[src/rtl/cpu16_pkg.sv]
package cpu16_pkg;
    localparam int WORD_W = 16;
    localparam int RIDX_W = 3;
    localparam int OFF_W  = 7;
    localparam int TGT_W  = 13;

    localparam logic [2:0] OP_REG  = 3'd0;
    localparam logic [2:0] OP_LOAD = 3'd1;
    localparam logic [2:0] OP_STOR = 3'd2;
    localparam logic [2:0] OP_BREQ = 3'd3;
    localparam logic [2:0] OP_ADDI = 3'd4;
    localparam logic [2:0] OP_JMP  = 3'd5;
    localparam logic [2:0] OP_STOP = 3'd7;

    typedef enum logic [3:0] {
        S_FETCH, S_IRLOAD, S_DECODE, S_ALU, S_ADDI, S_LWADDR,
        S_LWWB, S_SW, S_BEQCMP, S_BEQTGT, S_JUMP, S_HALT
    } state_t;

    typedef enum logic [2:0] {
        ALU_ADD, ALU_SUB, ALU_AND, ALU_OR, ALU_SLT
    } alu_op_t;

    typedef enum logic {A_PC, A_RS} a_sel_t;
    typedef enum logic [1:0] {B_RT, B_ONE, B_OFF} b_sel_t;

    typedef struct packed {
        logic    pc_load;
        logic    pc_jump;
        logic    ir_load;
        logic    rf_we;
        logic    rf_to_rt;
        logic    rf_from_mem;
        a_sel_t  a_sel;
        b_sel_t  b_sel;
        alu_op_t alu_op;
        logic    addr_alu;
        logic    mem_rd;
        logic    mem_wr;
        logic    zf_load;
        logic    halted;
    } ctrl_t;
endpackage

[src/rtl/cpu16_alu.sv]
module cpu16_alu
    import cpu16_pkg::*;
#(
    parameter int W = WORD_W
) (
    input  logic [W-1:0] a,
    input  logic [W-1:0] b,
    input  alu_op_t      op,
    output logic [W-1:0] y,
    output logic         zero
);
    logic lt;

    always_comb begin
        lt = ($signed(a) < $signed(b));
        unique case (op)
            ALU_ADD: y = a + b;
            ALU_SUB: y = a - b;
            ALU_AND: y = a & b;
            ALU_OR:  y = a | b;
            ALU_SLT: y = {{(W-1){1'b0}}, lt};
            default: y = a + b;
        endcase
        zero = (y == '0);
    end
endmodule

[src/rtl/cpu16_regfile.sv]
module cpu16_regfile #(
    parameter int W  = 16,
    parameter int AW = 3
) (
    input  logic          clk,
    input  logic          rst,
    input  logic [AW-1:0] sel_a,
    input  logic [AW-1:0] sel_b,
    input  logic [AW-1:0] sel_w,
    input  logic [W-1:0]  wdata,
    input  logic          we,
    output logic [W-1:0]  val_a,
    output logic [W-1:0]  val_b
);
    localparam int N = 1 << AW;

    logic [W-1:0] bank [N];

    always_ff @(posedge clk) begin
        if (rst) begin
            for (int i = 0; i < N; i++) bank[i] <= '0;
        end else if (we) begin
            bank[sel_w] <= wdata;
        end
    end

    assign val_a = bank[sel_a];
    assign val_b = bank[sel_b];
endmodule

[src/rtl/cpu16_ctrl.sv]
module cpu16_ctrl
    import cpu16_pkg::*;
(
    input  logic       clk,
    input  logic       rst,
    input  logic [2:0] opcode,
    input  logic [3:0] funct,
    input  logic       zflag,
    output state_t     state,
    output ctrl_t      ctl
);
    state_t nxt;

    always_ff @(posedge clk) begin
        if (rst) state <= S_FETCH;
        else     state <= nxt;
    end

    always_comb begin
        nxt = S_FETCH;
        unique case (state)
            S_FETCH:  nxt = S_IRLOAD;
            S_IRLOAD: nxt = S_DECODE;
            S_DECODE: begin
                case (opcode)
                    OP_REG:  nxt = S_ALU;
                    OP_LOAD: nxt = S_LWADDR;
                    OP_STOR: nxt = S_SW;
                    OP_BREQ: nxt = S_BEQCMP;
                    OP_ADDI: nxt = S_ADDI;
                    OP_JMP:  nxt = S_JUMP;
                    OP_STOP: nxt = S_HALT;
                    default: nxt = S_FETCH;
                endcase
            end
            S_LWADDR: nxt = S_LWWB;
            S_BEQCMP: nxt = S_BEQTGT;
            S_HALT:   nxt = S_HALT;
            default:  nxt = S_FETCH;
        endcase
    end

    always_comb begin
        ctl = '0;
        unique case (state)
            S_FETCH: begin
                ctl.mem_rd  = 1'b1;
                ctl.a_sel   = A_PC;
                ctl.b_sel   = B_ONE;
                ctl.alu_op  = ALU_ADD;
                ctl.pc_load = 1'b1;
            end
            S_IRLOAD: ctl.ir_load = 1'b1;
            S_ALU: begin
                ctl.a_sel = A_RS;
                ctl.b_sel = B_RT;
                ctl.rf_we = (funct <= 4'd4);
                case (funct)
                    4'd1:    ctl.alu_op = ALU_SUB;
                    4'd2:    ctl.alu_op = ALU_AND;
                    4'd3:    ctl.alu_op = ALU_OR;
                    4'd4:    ctl.alu_op = ALU_SLT;
                    default: ctl.alu_op = ALU_ADD;
                endcase
            end
            S_ADDI: begin
                ctl.a_sel    = A_RS;
                ctl.b_sel    = B_OFF;
                ctl.rf_we    = 1'b1;
                ctl.rf_to_rt = 1'b1;
            end
            S_LWADDR: begin
                ctl.a_sel    = A_RS;
                ctl.b_sel    = B_OFF;
                ctl.addr_alu = 1'b1;
                ctl.mem_rd   = 1'b1;
            end
            S_LWWB: begin
                ctl.rf_we       = 1'b1;
                ctl.rf_to_rt    = 1'b1;
                ctl.rf_from_mem = 1'b1;
            end
            S_SW: begin
                ctl.a_sel    = A_RS;
                ctl.b_sel    = B_OFF;
                ctl.addr_alu = 1'b1;
                ctl.mem_wr   = 1'b1;
            end
            S_BEQCMP: begin
                ctl.a_sel   = A_RS;
                ctl.b_sel   = B_RT;
                ctl.alu_op  = ALU_SUB;
                ctl.zf_load = 1'b1;
            end
            S_BEQTGT: begin
                ctl.a_sel   = A_PC;
                ctl.b_sel   = B_OFF;
                ctl.pc_load = zflag;
            end
            S_JUMP: begin
                ctl.pc_load = 1'b1;
                ctl.pc_jump = 1'b1;
            end
            S_HALT: ctl.halted = 1'b1;
            default: ;
        endcase
    end

    p_halt_sticky_r11: assert property (@(posedge clk) disable iff (rst)
        (state == S_HALT) |=> (state == S_HALT));

    p_store_only_op_r6: assert property (@(posedge clk) disable iff (rst)
        ctl.mem_wr |-> (opcode == OP_STOR));
endmodule

[src/rtl/cpu16_core.sv]
module cpu16_core
    import cpu16_pkg::*;
(
    input  logic                clk,
    input  logic                rst,
    output logic [WORD_W-1:0]   mem_addr,
    output logic                mem_rd,
    output logic                mem_wr,
    output logic [WORD_W-1:0]   mem_wdata,
    input  logic [WORD_W-1:0]   mem_rdata,
    output logic                halted
);
    localparam int EXT_W = WORD_W - OFF_W;
    localparam int PAD_W = WORD_W - TGT_W;

    logic [WORD_W-1:0] pc, ir, rs_val, rt_val, alu_a, alu_b, alu_y, off_ext, tgt_ext;
    logic              alu_zero, zflag;
    logic [RIDX_W-1:0] rs_idx, rt_idx, rd_idx;
    state_t            state;
    ctrl_t             ctl;

    assign rs_idx  = ir[12:10];
    assign rt_idx  = ir[9:7];
    assign rd_idx  = ir[6:4];
    assign off_ext = {{EXT_W{ir[OFF_W-1]}}, ir[OFF_W-1:0]};
    assign tgt_ext = {{PAD_W{1'b0}}, ir[TGT_W-1:0]};

    cpu16_ctrl u_ctrl (
        .clk    (clk),
        .rst    (rst),
        .opcode (ir[15:13]),
        .funct  (ir[3:0]),
        .zflag  (zflag),
        .state  (state),
        .ctl    (ctl)
    );

    cpu16_regfile #(.W(WORD_W), .AW(RIDX_W)) u_rf (
        .clk   (clk),
        .rst   (rst),
        .sel_a (rs_idx),
        .sel_b (rt_idx),
        .sel_w (ctl.rf_to_rt ? rt_idx : rd_idx),
        .wdata (ctl.rf_from_mem ? mem_rdata : alu_y),
        .we    (ctl.rf_we),
        .val_a (rs_val),
        .val_b (rt_val)
    );

    always_comb begin
        alu_a = (ctl.a_sel == A_PC) ? pc : rs_val;
        case (ctl.b_sel)
            B_ONE:   alu_b = {{(WORD_W-1){1'b0}}, 1'b1};
            B_OFF:   alu_b = off_ext;
            default: alu_b = rt_val;
        endcase
    end

    cpu16_alu #(.W(WORD_W)) u_alu (
        .a    (alu_a),
        .b    (alu_b),
        .op   (ctl.alu_op),
        .y    (alu_y),
        .zero (alu_zero)
    );

    always_ff @(posedge clk) begin
        if (rst) begin
            pc    <= '0;
            ir    <= '0;
            zflag <= 1'b0;
        end else begin
            if (ctl.pc_load) pc <= ctl.pc_jump ? tgt_ext : alu_y;
            if (ctl.ir_load) ir <= mem_rdata;
            if (ctl.zf_load) zflag <= alu_zero;
        end
    end

    assign mem_addr  = ctl.addr_alu ? alu_y : pc;
    assign mem_rd    = ctl.mem_rd;
    assign mem_wr    = ctl.mem_wr;
    assign mem_wdata = rt_val;
    assign halted    = ctl.halted;

    p_strobe_excl_r13: assert property (@(posedge clk) disable iff (rst)
        !(mem_rd && mem_wr));

    p_halt_quiet_r11: assert property (@(posedge clk) disable iff (rst)
        halted |-> (!mem_rd && !mem_wr));

    p_fetch_step_r2: assert property (@(posedge clk) disable iff (rst)
        (state == S_FETCH) |=> (pc == $past(pc) + 16'd1));

    p_ir_capture_r2: assert property (@(posedge clk) disable iff (rst)
        (state == S_IRLOAD) |=> (ir == $past(mem_rdata)));

    p_jump_dest_r9: assert property (@(posedge clk) disable iff (rst)
        (state == S_JUMP) |=> (pc == {3'b000, $past(ir[12:0])}));
endmodule

[config.mk]
export PLATFORM = sky130hd
export DESIGN_NAME = cpu16_core
export DESIGN_NICKNAME = d
export VERILOG_FILES = /design/src/rtl/cpu16_pkg.sv /design/src/rtl/cpu16_alu.sv /design/src/rtl/cpu16_regfile.sv /design/src/rtl/cpu16_ctrl.sv /design/src/rtl/cpu16_core.sv
export SDC_FILE = /design/constraint.sdc
export NUM_CORES = 1
export LEC_CHECK = 0
export ABC_CLOCK_PERIOD_IN_PS = 9800
export CAP_MARGIN = 20
export CORE_ASPECT_RATIO = 1.25
export CORE_MARGIN = 3
export CORE_UTILIZATION = 49
export DETAILED_ROUTE_END_ITERATION = 16
export DONT_BUFFER_PORTS = 1
export GPL_TIMING_DRIVEN = 0
export PLACE_DENSITY = 0.69
export SYNTH_ARGS = -nofsm -noshare
export SYNTH_HDL_FRONTEND = slang
export SYNTH_SLANG_ARGS = --single-unit
[constraint.sdc]
create_clock -name clk -period 9.8 [get_ports clk]
set_clock_uncertainty 0.15 [all_clocks]
set_input_delay 0.49 -clock clk [delete_from_list [all_inputs] [get_ports clk]]
set_output_delay 0.49 -clock clk [all_outputs]
set_load 0.05 [all_outputs]
# After elaboration in Yosys (flattened, before gate mapping)
# Memory sizes are Yosys's and may differ from the RTL's. A register that Yosys moved wholly into a read port is not among the register bits.
# Index checks and enable logic that the tools add are counted.
# word_totals
register_bits	37
ram_bits	128
inputBits	18
mem_count	1
# op_classes
eq_ne	27
add_sub_neg	2
n_lt_le_gt_ge	2
muxes	35
reduce_logical	10
n_bitwise	2
# memory_table
memory	words	width	rd	rd_ports_with_merged_regs	write_ports	line_no	source
u_rf.bank	8	16	2	2	8	cpu16_regfile.sv:17	logic [W-1:0] bank [N];
# ops
op	n
2-to-1 mux 16 bit	5
case mux 16 bit (4 select lines)	1
case mux 16 bit (2 select lines)	1
case mux 4 bit (7 select lines)	1
case mux 3 bit (4 select lines)	2
case mux 4 bit (6 select lines)	1
== test 4 x 3 -> 1 bit (second input constant)	5
2-to-1 mux 3 bit	6
adder 16 bit	1
bitwise AND 16 bit	1
== test 4 x 2 -> 1 bit (second input constant)	4
== test 4 bit (second input constant)	4
logical NOT 16 bit	1
< comparator 16 bit	1
OR 16 bit	1
OR reduction 16 bit	1
subtractor 16 bit	1
2-to-1 mux 1 bit	15
== test 3 x 2 -> 1 bit (second input constant)	4
== test 3 bit (second input constant)	4
OR reduction 2 bit	5
== test 4 x 1 -> 1 bit (second input constant)	2
== test 3 x 1 -> 1 bit (second input constant)	2
case mux 3 bit (2 select lines)	1
other kinds (7)	8

# Logic depth before layout (Yosys ltp)
# Gate-level depths: netlist of the first run.
# logic_depth
depth_word	9
mapped_depth	23
ltp_nobuf	21

# By module
# From an unflattened synthesis of the first run, not the netlist that was laid out.
# hier_totals
cells_unflattened	1101
area_unflattened_um2	12235.5
# modules_own_cells
module	area_per_inst_um2	instances	seq_area_each_um2	cells_each
cpu16_regfile	6999.2	1	3843.7	430
cpu16_alu	2645.0	1	0.0	379
cpu16_core	2119.5	1	660.6	229
cpu16_ctrl	471.7	1	80.1	63

# Worst setup path before layout of the first run
# Ideal clock, no wire load.
# synth_timing
path_type	register -> output
from	register (tool-made name)
to	output port mem_addr[12]
stages_incl_launch_ff	18
arrival_ns	5.208
setup_slack_ns	3.952
cell_sequence	dfxtp_1 -> clkbuf_1 -> buf_1 -> mux4_2 -> mux2_2 -> nand2_1 -> o21ai_0 -> ha_1 -> inv_1 -> fa_1 -> inv_1 -> a21o_1 -> a221o_1 -> o211a_1 -> o211a_1 -> o32ai_1 -> a21oi_1 -> o21ai_0
# synth_rtl
item	line_no	source
end, declared	cpu16_core.sv:6	output logic [WORD_W-1:0] mem_addr,

# Final worst setup path of the first run
# layout_timing
from	register u_ctrl.state[2]
to	output port mem_addr[15]
# layout_between
elab_chain_cells	8
word_cells_on_any_way	27
cone_classes	add/sub: 2; eq/ne: 12; mux: 7; bitwise: 2; reduce/logical: 4
# layout_lines
item	line_no	source
start, declared	cpu16_ctrl.sv:9	output state_t state,
start signal, assigned	cpu16_ctrl.sv:16	else state <= nxt;
== test 4 x 3 -> 1 bit (tied with other cells)	cpu16_ctrl.sv:45	unique case (state)
OR reduction 3 bit (no line) or OR reduction 2 bit (tied branches)	--	
case mux 3 bit (4 select lines)	cpu16_ctrl.sv:45	
== test 2 bit or == test 2 x 1 -> 1 bit (tied branches)	cpu16_core.sv:52	case (ctl.b_sel)
case mux 16 bit (2 select lines)	cpu16_core.sv:52	
adder 16 bit (tied with other cells)	cpu16_alu.sv:17, cpu16_alu.sv:22	
case mux 16 bit (4 select lines)	cpu16_alu.sv:16	unique case (op)
2-to-1 mux 16 bit *	cpu16_core.sv:79	assign mem_addr = ctl.addr_alu ? alu_y : pc;
# Every way passes the cells marked *; elsewhere a longest branch is shown, timed or not.

==> results.toml, run 1 <==
[status]
status = "complete, no violations"

[global_routing]
met3_usage_pct = 3.039
grt_pass1_wl_um = 50830
antenna_found_initial = 0
grt_busiest_layer = "met2"
met2_usage_pct = 48.69
groute.layer.met1.usage_pct = 31.99
gr-total-overflow = 0
first_global_vias = 8686
grt_max_degree = 20
grt_usage_pct = 26.87

[sta]
timing.fmax_mhz = 142.5
tns_ns = 0
slew_headroom_pct = 28.00
finalHoldViolations = 0
grt_setup_unrepaired = "false"
period_needed_ns = 7.019
slew_violations = 0
fin_crit_sh_pct = 71.62
timing.hold.ws_ns = 0.03128
setup_viol = 0
worstMarginPinSlew_ns = 1.073

[synthesis]
yosys_register_bits = 171
ys_warn_count = 0
synth_nets = 1169
synth_cells = 1099
ys_seq_area_share_pct = 41.92
synth.distinct_cells = 73
async_flop_share_pct = 0
netlist_top_cells_area = "edfxtp_1 (34%), mux4_2 (13%), dfxtp_1 (7.7%)"
netlist_area_sq_um = 11220
synth-edff-count = 128
synth_area_leader_cell = "edfxtp_1"
synth_top_area_share_pct = 34.25
yosys_most_used_dff = "edfxtp_1"
avgSynthCellArea_sq_um = 10.21

[routing]
vias = 8932
first_pass_iters = 5
postRouteAntennaNets = 0
drtIter0Drc = 892
viasPerCell = 6.308
wl_per_cell_um = 23.40
routed_wl_um = 33130
drcViolationCount = 0

[setup_path]
worstSetupPathType = "reg -> out"
reg2regPathDepth = 18
worstSetupEndpointType = "output pin"
required_ns = 9.16
critPathMaxFanout = 10
crit_arrival_ns = 6.38
start_kind = "register"

[die]
row_count = 61
die_height_um = 175.2
io_pins = 53
die_area_sq_um = 24760
initial_utilization_pct = 50.18
coreArea_sq_um = 22360
die_w_um = 141.4

[clock_network]
insertion_delay_ns = 0.44
post_cts_resized = 0
holdBufCountCts = 0
cts.sinks = 171
cts_buffer_depth = 2
clk_pin_slew_ns = 0.08
cts_buffers = 17
postCtsSetupBuffers = 0
htreeDepth = 4
cts_tree = "built"
root_buffer = "clkbuf_16"

[power]
p_leak_nw = 4.468
powerDensity_nw_per_um2 = 197.8
vdd_drop_max_mv = 0.1420

[finish]
drive_gt1_share_pct = 14.92
utilization_pct = 54.60
stdcell_count = 1416
n_antenna_cell = 0
area_growth_pct = 8.797
fin_nets = 1190

[placement]
dp_cells = 1384
hpwl_um = 26320
io_buffers = 0
place_congestion = 0.9775

[run]
max-cap-violations = 0

[worst_hold_path]
worstHoldPathCells = 2
hp-class = "in -> reg"
-- cells in the mapped netlist, types with 23 or more instances --
| cell | n |
|---|---|
| nor2_1 | 187 |
| nand2_1 | 132 |
| edfxtp_1 | 128 |
| mux4_2 | 64 |
| mux2_2 | 55 |
| a21oi_1 | 53 |
| inv_1 | 51 |
| ha_1 | 50 |
| clkbuf_1 | 45 |
| dfxtp_1 | 43 |
| o21ai_0 | 38 |
| nor3_1 | 23 |
-- per-layer routing --
| layer | vias to the layer above | wire length, um |
|---|---|---|
| met3 | 74 | 1806 |
| met2 | 392 | 17410 |
| met5 | - | 0 |
| li1 | 4083 | - |
| met4 | 0 | 1596 |
| met1 | 4383 | 12320 |
-- cell usage in the layout (no fill, tap or decap), types with 4 or more instances in the layout --
| master | count |
|---|---|
| nor4_1 | 5 |
| dfxtp_1 | 43 |
| a221o_1 | 5 |
| inv_1 | 51 |
| nand2_1 | 132 |
| a221oi_1 | 8 |
| and2_1 | 4 |
| a22oi_1 | 7 |
| nand4_1 | 4 |
| o21ai_0 | 30 |
| mux2i_1 | 11 |
| a211oi_1 | 10 |
| o31ai_1 | 4 |
| nor3_1 | 23 |
| o21a_1 | 8 |
| clkinv_8 | 7 |
| buf_2 | 6 |
| a21oi_1 | 53 |
| nor2_1 | 187 |
| a21o_1 | 7 |
| edfxtp_1 | 128 |
| o211ai_1 | 12 |
| nand3_1 | 10 |
| clkbuf_1 | 46 |
| buf_1 | 14 |
| mux4_2 | 64 |
| nand2b_1 | 18 |
| a31oi_1 | 6 |
| inv_6 | 4 |
| o21ai_1 | 20 |
| or3_1 | 7 |
| clkbuf_16 | 17 |
| mux2_2 | 55 |
| nor2b_1 | 9 |
| ha_1 | 50 |
-- where the power goes --
group          internal [mW]  switching (mW)  leakage [nW]
logic                  0.283           0.608          2.50
registers              0.818          0.0313          1.67
clock network          0.345           0.331         0.291
-- stage by stage --
stage	area, sq um	setup slack [ns]	power (mW)
5_1_grt	12210	2.564	2.535
6_report	12210	2.781	2.416
3_3_place_gp	11580	2.994	1.722
4_1_cts	12210	2.899	2.402
3_5_place_dp	11600	3.376	1.735
2_1_floorplan	11220	3.952	1.508
-- path summary, 6_finish.rpt --
path | end | from | slack, ns
setup reg to reg | u_rf.bank[6][15] | u_ctrl.state[2] | 3.13
hold reg to reg | pc[14] | pc[14] | 0.33
hold / removal | ir[2] | mem_rdata[2] | 0.03
setup / recovery | mem_addr[15] | u_ctrl.state[2] | 2.78
-- flip-flops by register name, summed over array words and instances, names as in the netlist, named ones only --
register      flops
pc               16
zflag             1
u_ctrl.state      4
ir               16
u_rf.bank       128
-- cell families (layout without fill, tap and decap cells) --
family,count (synthesis),count (layout),synth area share (%)
buf+inv,117,151,4.014
compound gates,209,209,12.43
flops,171,171,41.92
xor+xnor,4,4,0.3122
fa+ha+maj,52,52,5.932
simple gates,416,416,16.04
mux,130,130,19.34
-- cell type report --
type / count / area (sq um)
sequential: 171 / 4705
tap: 283 / 354.1
fill: 1927 / 10150
buffer: 66 / 259.0
multi-input combinational: 811 / 6078
inverter: 51 / 191.4
timing repair buffer: 2 / 15.01
clock buffer: 18 / 429.2
clock inverter: 14 / 177.7
-- critical path, stage by stage (launching register included) --
cell	delay [ns]
dfxtp_1	0.42
clkbuf_1	0.43
nand2b_1	0.21
nand2_1	0.11
a2bb2oi_1	0.60
clkbuf_1	0.56
mux2_2	0.44
ha_1	0.29
buf_4	0.15
nor2b_1	0.07
or2_0	0.20
a221o_1	0.43
a41oi_1	0.53
nor2_1	0.16
a311oi_1	0.40
nor4_1	0.09
a211o_1	0.40
mux2_2	0.44
(Power assumes the default switching activity.)
==> run 2: changes to the inputs <==
--- a/config.mk
+++ b/config.mk
@@ -5,7 +5,7 @@
 export SDC_FILE = /design/constraint.sdc
 export NUM_CORES = 1
 export LEC_CHECK = 0
-export ABC_CLOCK_PERIOD_IN_PS = 9800
+export ABC_CLOCK_PERIOD_IN_PS = 6400
 export CAP_MARGIN = 20
 export CORE_ASPECT_RATIO = 1.25
 export CORE_MARGIN = 3
@@ -13,7 +13,7 @@
 export DETAILED_ROUTE_END_ITERATION = 16
 export DONT_BUFFER_PORTS = 1
 export GPL_TIMING_DRIVEN = 0
-export PLACE_DENSITY = 0.69
+export PLACE_DENSITY = 0.71
 export SYNTH_ARGS = -nofsm -noshare
 export SYNTH_HDL_FRONTEND = slang
 export SYNTH_SLANG_ARGS = --single-unit
==> constraint.sdc (replaced) <==
create_clock -name clk -period 6.4 [get_ports clk]
set_clock_uncertainty 0.15 [all_clocks]
set_input_delay 0.32 -clock clk [delete_from_list [all_inputs] [get_ports clk]]
set_output_delay 0.32 -clock clk [all_outputs]
set_load 0.05 [all_outputs]
==> run 2 against run 1 <==
Cell area grew 1.7%. Sequential power up 53%. Critical endpoint is now mem_addr[9]. Largest cell class unchanged. Sequential share of layout area decreased by 0.65 points. Via count is 2.9% higher. Register-to-register slack got worse by 2.7 ns. Total power up 55%. Global-route usage grew 0.76 points.
==> results.toml, run 2 (same netlist as run 1, synthesis figures left out) <==
[status]
status = "complete, no violations"

[clock_network]
insertion_delay_ns = 0.44
cts_buffer_depth = 2
htreeDepth = 4
cts_buffers = 17
cts.sinks = 171
cts_tree = "built"
root_buffer = "clkbuf_16"
clk_pin_slew_ns = 0.08

[sta]
setup_viol = 0
setup_ws_ns = 0.3136
grt_setup_unrepaired = "false"
finalHoldViolations = 0
fin_crit_sh_pct = 95.10
worstMarginPinSlew_ns = 1.058
timing.fmax_mhz = 164.3
slew_violations = 0
slew_headroom_pct = 29.02
period_needed_ns = 6.086

[setup_path]
required_ns = 5.93
r2r-end = "u_rf.bank[4][15]"
reg2regPathDepth = 17
worstSetupPathType = "reg -> out"
critPathMaxFanout = 10
crit_path_max_incr_delay_ns = 0.82
crit_chain = "buf_1 -> mux4_2 -> mux2_2 -> nand2_1 -> o21ai_0 -> ha_1 -> buf_4 -> nor2b_1 -> or2_0 -> a221o_1 -> a311oi_1 -> o31a_1 -> a211oi_1 -> o21a_1 -> o21ai_1"
worstSetupEndpointType = "output pin"
start_kind = "register"
reg2reg_slack_ns = 0.48
crit_arrival_ns = 5.62
crit_slowest_cell = "o21ai_1"

[finish]
largest_reg_flops = 128
drive_gt1_share_pct = 15.87
fillCellCount = 1928
layout_commonest_cell = "nor2_1"
reg.largest.list = "u_rf.bank (128), ir (16), pc (16)"
top_register = "u_rf.bank"
utilization_pct = 55.53
final_cell_mix = "nor2_1 (187), nand2_1 (132), edfxtp_1 (128)"
multi_input_area_sq_um = 6108
n_antenna_cell = 0
fin_area_sq_um = 12420
area_growth_pct = 10.66
stdcell_count = 1430
fin_nets = 1204
seq_area_sq_um = 4705

[worst_hold_path]
hold-path-endpoint = "u_rf.bank[1][3]"
worstHoldPathCells = 2
hp-class = "in -> reg"
hold_start = "mem_rdata[3]"

[placement]
io_buffers = 0
place_ws_ns = -0.1829
placed_cell_area_sq_um = 11600
dp_cells = 1384
place_congestion = 0.9497
hpwl_um = 26710

[routing]
postRouteAntennaNets = 0
drcViolationCount = 0
drtIter0Drc = 1060
routed_wl_um = 34130
wl_per_cell_um = 23.87
viasPerCell = 6.430
first_pass_iters = 6
vias = 9195

[die]
coreArea_sq_um = 22360
die_height_um = 175.2
die_w_um = 141.4
die_area_sq_um = 24760
initial_utilization_pct = 50.18
io_pins = 53
row_count = 61

[global_routing]
first_global_vias = 9221
grt_usage_pct = 27.62
grt_max_degree = 20
gr-total-overflow = 0
antenna_found_initial = 0
grt_pass1_wl_um = 52360

[power]
powerDensity_nw_per_um2 = 301.5
vdd_drop_max_mv = 0.2030
p_leak_nw = 4.573

[run]
max-cap-violations = 0
## run 2: worst max-delay path: cells and delay by family, from the launching register on
family | cells | cell delay (ns)
flops | 1 | 0.44
buf+inv | 2 | 0.72
simple gates | 3 | 0.38
mux | 2 | 0.83
fa+ha+maj | 1 | 0.34
compound gates | 7 | 2.46
## run 2: what timing repair did
item                                    4_1_cts  5_1_grt
endpoints found under the setup margin       16       34
buffers inserted                              0        0
endpoints found under the hold margin        22        0
hold buffers                                 16        0
gates resized for setup                      18       23
## run 2: layer usage
| layer | vias up | wire length [um] | GRT usage, % |
|---|---|---|---|
| met1 | 4529 | 12220 | 31.80 |
| li1 | 4109 | - | - |
| met4 | 0 | 1889 | 13.81 |
| met5 | - | 0 | 0 |
| met2 | 441 | 17860 | 49.90 |
| met3 | 116 | 2164 | 3.696 |
## run 2: worst max path at each step
stage,start,end,slack (ns),cells after the start
after floorplan,register,mem_addr[12],0.72,17
after global placement,register,mem_addr[13],-0.32,15
after detailed placement,register,u_rf.bank[4][15],-0.18,17
after CTS,register,mem_addr[10],0.03,16
after global routing,u_ctrl.state[2],mem_addr[12],0.04,20
final,register,mem_addr[9],0.31,15
## run 2: report_power, final
group	leakage, nW	total, mW	internal, mW	switching (mW)
combinational	2.61	1.39	0.445	0.947
clock	0.293	1.05	0.530	0.519
sequential	1.67	1.30	1.25	0.0512
total	4.57	3.74	2.23	1.52
## run 2: metrics by stage
step	setup TNS [ns]	hold WS, ns	power [mW]
after floorplan	0	0.3005	2.308
after global placement	-0.9715	0.3098	2.628
after detailed placement	-1.128	0.3154	2.656
after CTS	0	0.1880	3.709
after global routing	0	0.2160	3.909
final	0	0.1976	3.745
## run 2: area by class of cell
| class | instances | area share [%] |
|---|---|---|
| buffer | 64 | 2.217 |
| clock buffer | 18 | 3.456 |
| clock inverter | 14 | 1.451 |
| inverter | 51 | 1.542 |
| multi-input combinational | 811 | 49.19 |
| sequential | 171 | 37.88 |
| tap | 283 | 2.851 |
| timing repair buffer | 18 | 1.411 |
==> run 3: changes to the inputs <==
--- a/config.mk
+++ b/config.mk
@@ -13,6 +13,7 @@
 export DETAILED_ROUTE_END_ITERATION = 16
 export DONT_BUFFER_PORTS = 1
 export GPL_TIMING_DRIVEN = 0
+export MAX_ROUTING_LAYER = met4
 export PLACE_DENSITY = 0.71
 export SYNTH_ARGS = -nofsm -noshare
 export SYNTH_HDL_FRONTEND = slang
==> run 3 against run 2 <==
Total power shrank 0.38%. Clock-buffer cell count down 1. Worst setup slack lost 0.085 ns. Combinational power barely moved. Largest cell class unchanged. Clock power is essentially flat. Wire length is 0.98% higher. Global-route usage rose by 1.4 points. Final cell count is essentially flat. Register-to-register slack lost 0.10 ns. Sequential power is essentially flat. Sequential cell count is the same. Die area stayed put.
==> results.toml, run 3 (same netlist as run 1, synthesis figures left out) <==
[routing]
postRouteAntennaNets = 0
vias = 9141
dr_wl_met2_um = 18040
drcViolationCount = 0
wl_per_cell_um = 24.09
drtIter0Drc = 1101
first_pass_iters = 7
routed_wl_um = 34470
met1_length_um = 12060
viasPerCell = 6.388
wl_met3_um = 2338
top_layer = "met4"

[finish]
fin_nets = 1205
layout_commonest_cell = "nor2_1"
fillCellCount = 1912
largest_reg_flops = 128
reg.largest.list = "u_rf.bank (128), ir (16), pc (16)"
utilization_pct = 55.44
n_antenna_cell = 0
seq_area_sq_um = 4705
top_register = "u_rf.bank"
area_growth_pct = 10.48
final_cell_mix = "nor2_1 (187), nand2_1 (132), edfxtp_1 (128)"
multi_input_area_sq_um = 6103
drive_gt1_share_pct = 15.77

[setup_path]
worstSetupEndpointType = "output pin"
required_ns = 5.93
crit_arrival_ns = 5.70
crit_path_max_incr_delay_ns = 0.83
worstSetupPathType = "reg -> out"
critPathMaxFanout = 10
crit_chain = "clkbuf_1 -> buf_2 -> mux4_2 -> mux2_2 -> nand2_1 -> nand2_1 -> ha_1 -> clkbuf_1 -> nor4_1 -> o21ai_0 -> o211ai_1 -> a41oi_2 -> o21a_1 -> o32a_1 -> o2111a_1 -> o31ai_2"
start_kind = "register"
crit_slowest_cell = "o31ai_2"

[die]
die_area_sq_um = 24760
coreArea_sq_um = 22360
row_count = 61
die_w_um = 141.4
initial_utilization_pct = 50.18
io_pins = 53
die_height_um = 175.2

[clock_network]
clk_pin_slew_ns = 0.08
cts.sinks = 171
cts_tree = "built"
root_buffer = "clkbuf_16"
cts_buffer_depth = 2
postCtsSetupBuffers = 0
htreeDepth = 4
cts_buffers = 17
insertion_delay_ns = 0.44

[power]
p_sw_mw = 1.506
clkPwrFrac_pct = 27.7
p_leak_nw = 4.572
vdd_drop_max_mv = 0.1963
p_int_mw = 2.225
powerDensity_nw_per_um2 = 300.9
p_seq_share_pct = 35.0
total_power_mw = 3.730
p_sw_share_pct = 40.36
combPwrFrac_pct = 37.3

[sta]
slew_headroom_pct = 29.12
grt_setup_unrepaired = "false"
timing.hold.ws_ns = 0.1763
fin_crit_sh_pct = 96.42
setup_viol = 0
slew_violations = 0
timing.fmax_mhz = 162.0
worstMarginPinSlew_ns = 1.056
period_needed_ns = 6.171
finalHoldViolations = 0

[run]
max-cap-violations = 0

[placement]
io_buffers = 0
place_congestion = 0.9872
hpwl_um = 26660

[status]
status = "complete, no violations"

[global_routing]
grt_pass1_wl_um = 53030
grt_max_degree = 20
grt_usage_pct = 28.98
gr-total-overflow = 0
antenna_found_initial = 0
first_global_vias = 9124

[worst_hold_path]
hp-class = "in -> reg"
-- run 3: changes by cell type in the layout (fill, tap and decap cells not counted), sizes merged --
cell / previous run / this run
buf: 18 / 21
clkbuf: 66 / 63
inv: 56 / 58
clkinv: 9 / 8
-- run 3: per-stage QoR --
stage / TNS (ns) / area (sq um) / cells / worst slack [ns]
detailed placement: -1.104 / 11600 / 1384 / -0.1569
finish: 0 / 12400 / 1431 / 0.2289
global route: 0 / 12400 / 1431 / 0.03357
global placement: -0.8964 / 11580 / 1382 / -0.2835
floorplan: 0 / 11220 / 1099 / 0.7221
CTS: 0 / 12420 / 1432 / 0.05863
-- run 3: worst max-delay path, delay by kind of cell, from the launching register on --
family | cells | cell delay, ns
adders and majority gates | 1 | 0.32
buffers and inverters | 3 | 0.93
DFF | 1 | 0.34
and+or+nand+nor | 3 | 0.66
AOI/OAI and AO/OA | 7 | 2.00
muxes | 2 | 1.00
-- run 3: path summary, 6_finish.rpt --
kind                 from          endpoint  slack (ns)  cells after the start
min reg2reg        pc[14]            pc[14]        0.34                      2
min          mem_rdata[0]   u_rf.bank[0][0]        0.18                      2
max reg2reg      register  u_rf.bank[6][15]        0.38                     18
max              register      mem_addr[13]        0.23                     16
-- run 3: layout make-up --
cell class	count	share of cell area, %
Multi-Input combinational cell	811	49.23
Sequential cell	171	37.95
Clock buffer	17	3.431
Tap cell	283	2.856
Buffer	65	2.200
Inverter	51	1.544
Timing Repair Buffer	18	1.413
Clock inverter	15	1.383
-- run 3: per-layer routing --
layer	GRT usage, %	up-vias
li1	-	4130
met1	32.60	4443
met2	50.24	432
met3	3.860	136
met4	14.74	0
met5	-	-
-- run 3: power groups by stage --
stage,Combinational [mW],Sequential (mW),Clock (mW)
finish,1.39,1.30,1.03
global route,1.51,1.31,1.10
CTS,1.37,1.30,1.03
detailed placement,1.34,1.32,0
global placement,1.31,1.32,0
floorplan,1.00,1.30,0
-- run 3: timing repair --
action                                  in CTS  in global routing
gates resized for setup                     19                 19
endpoints found under the hold margin       22                  0
hold buffers                                16                  0
endpoints found under the setup margin      16                 31
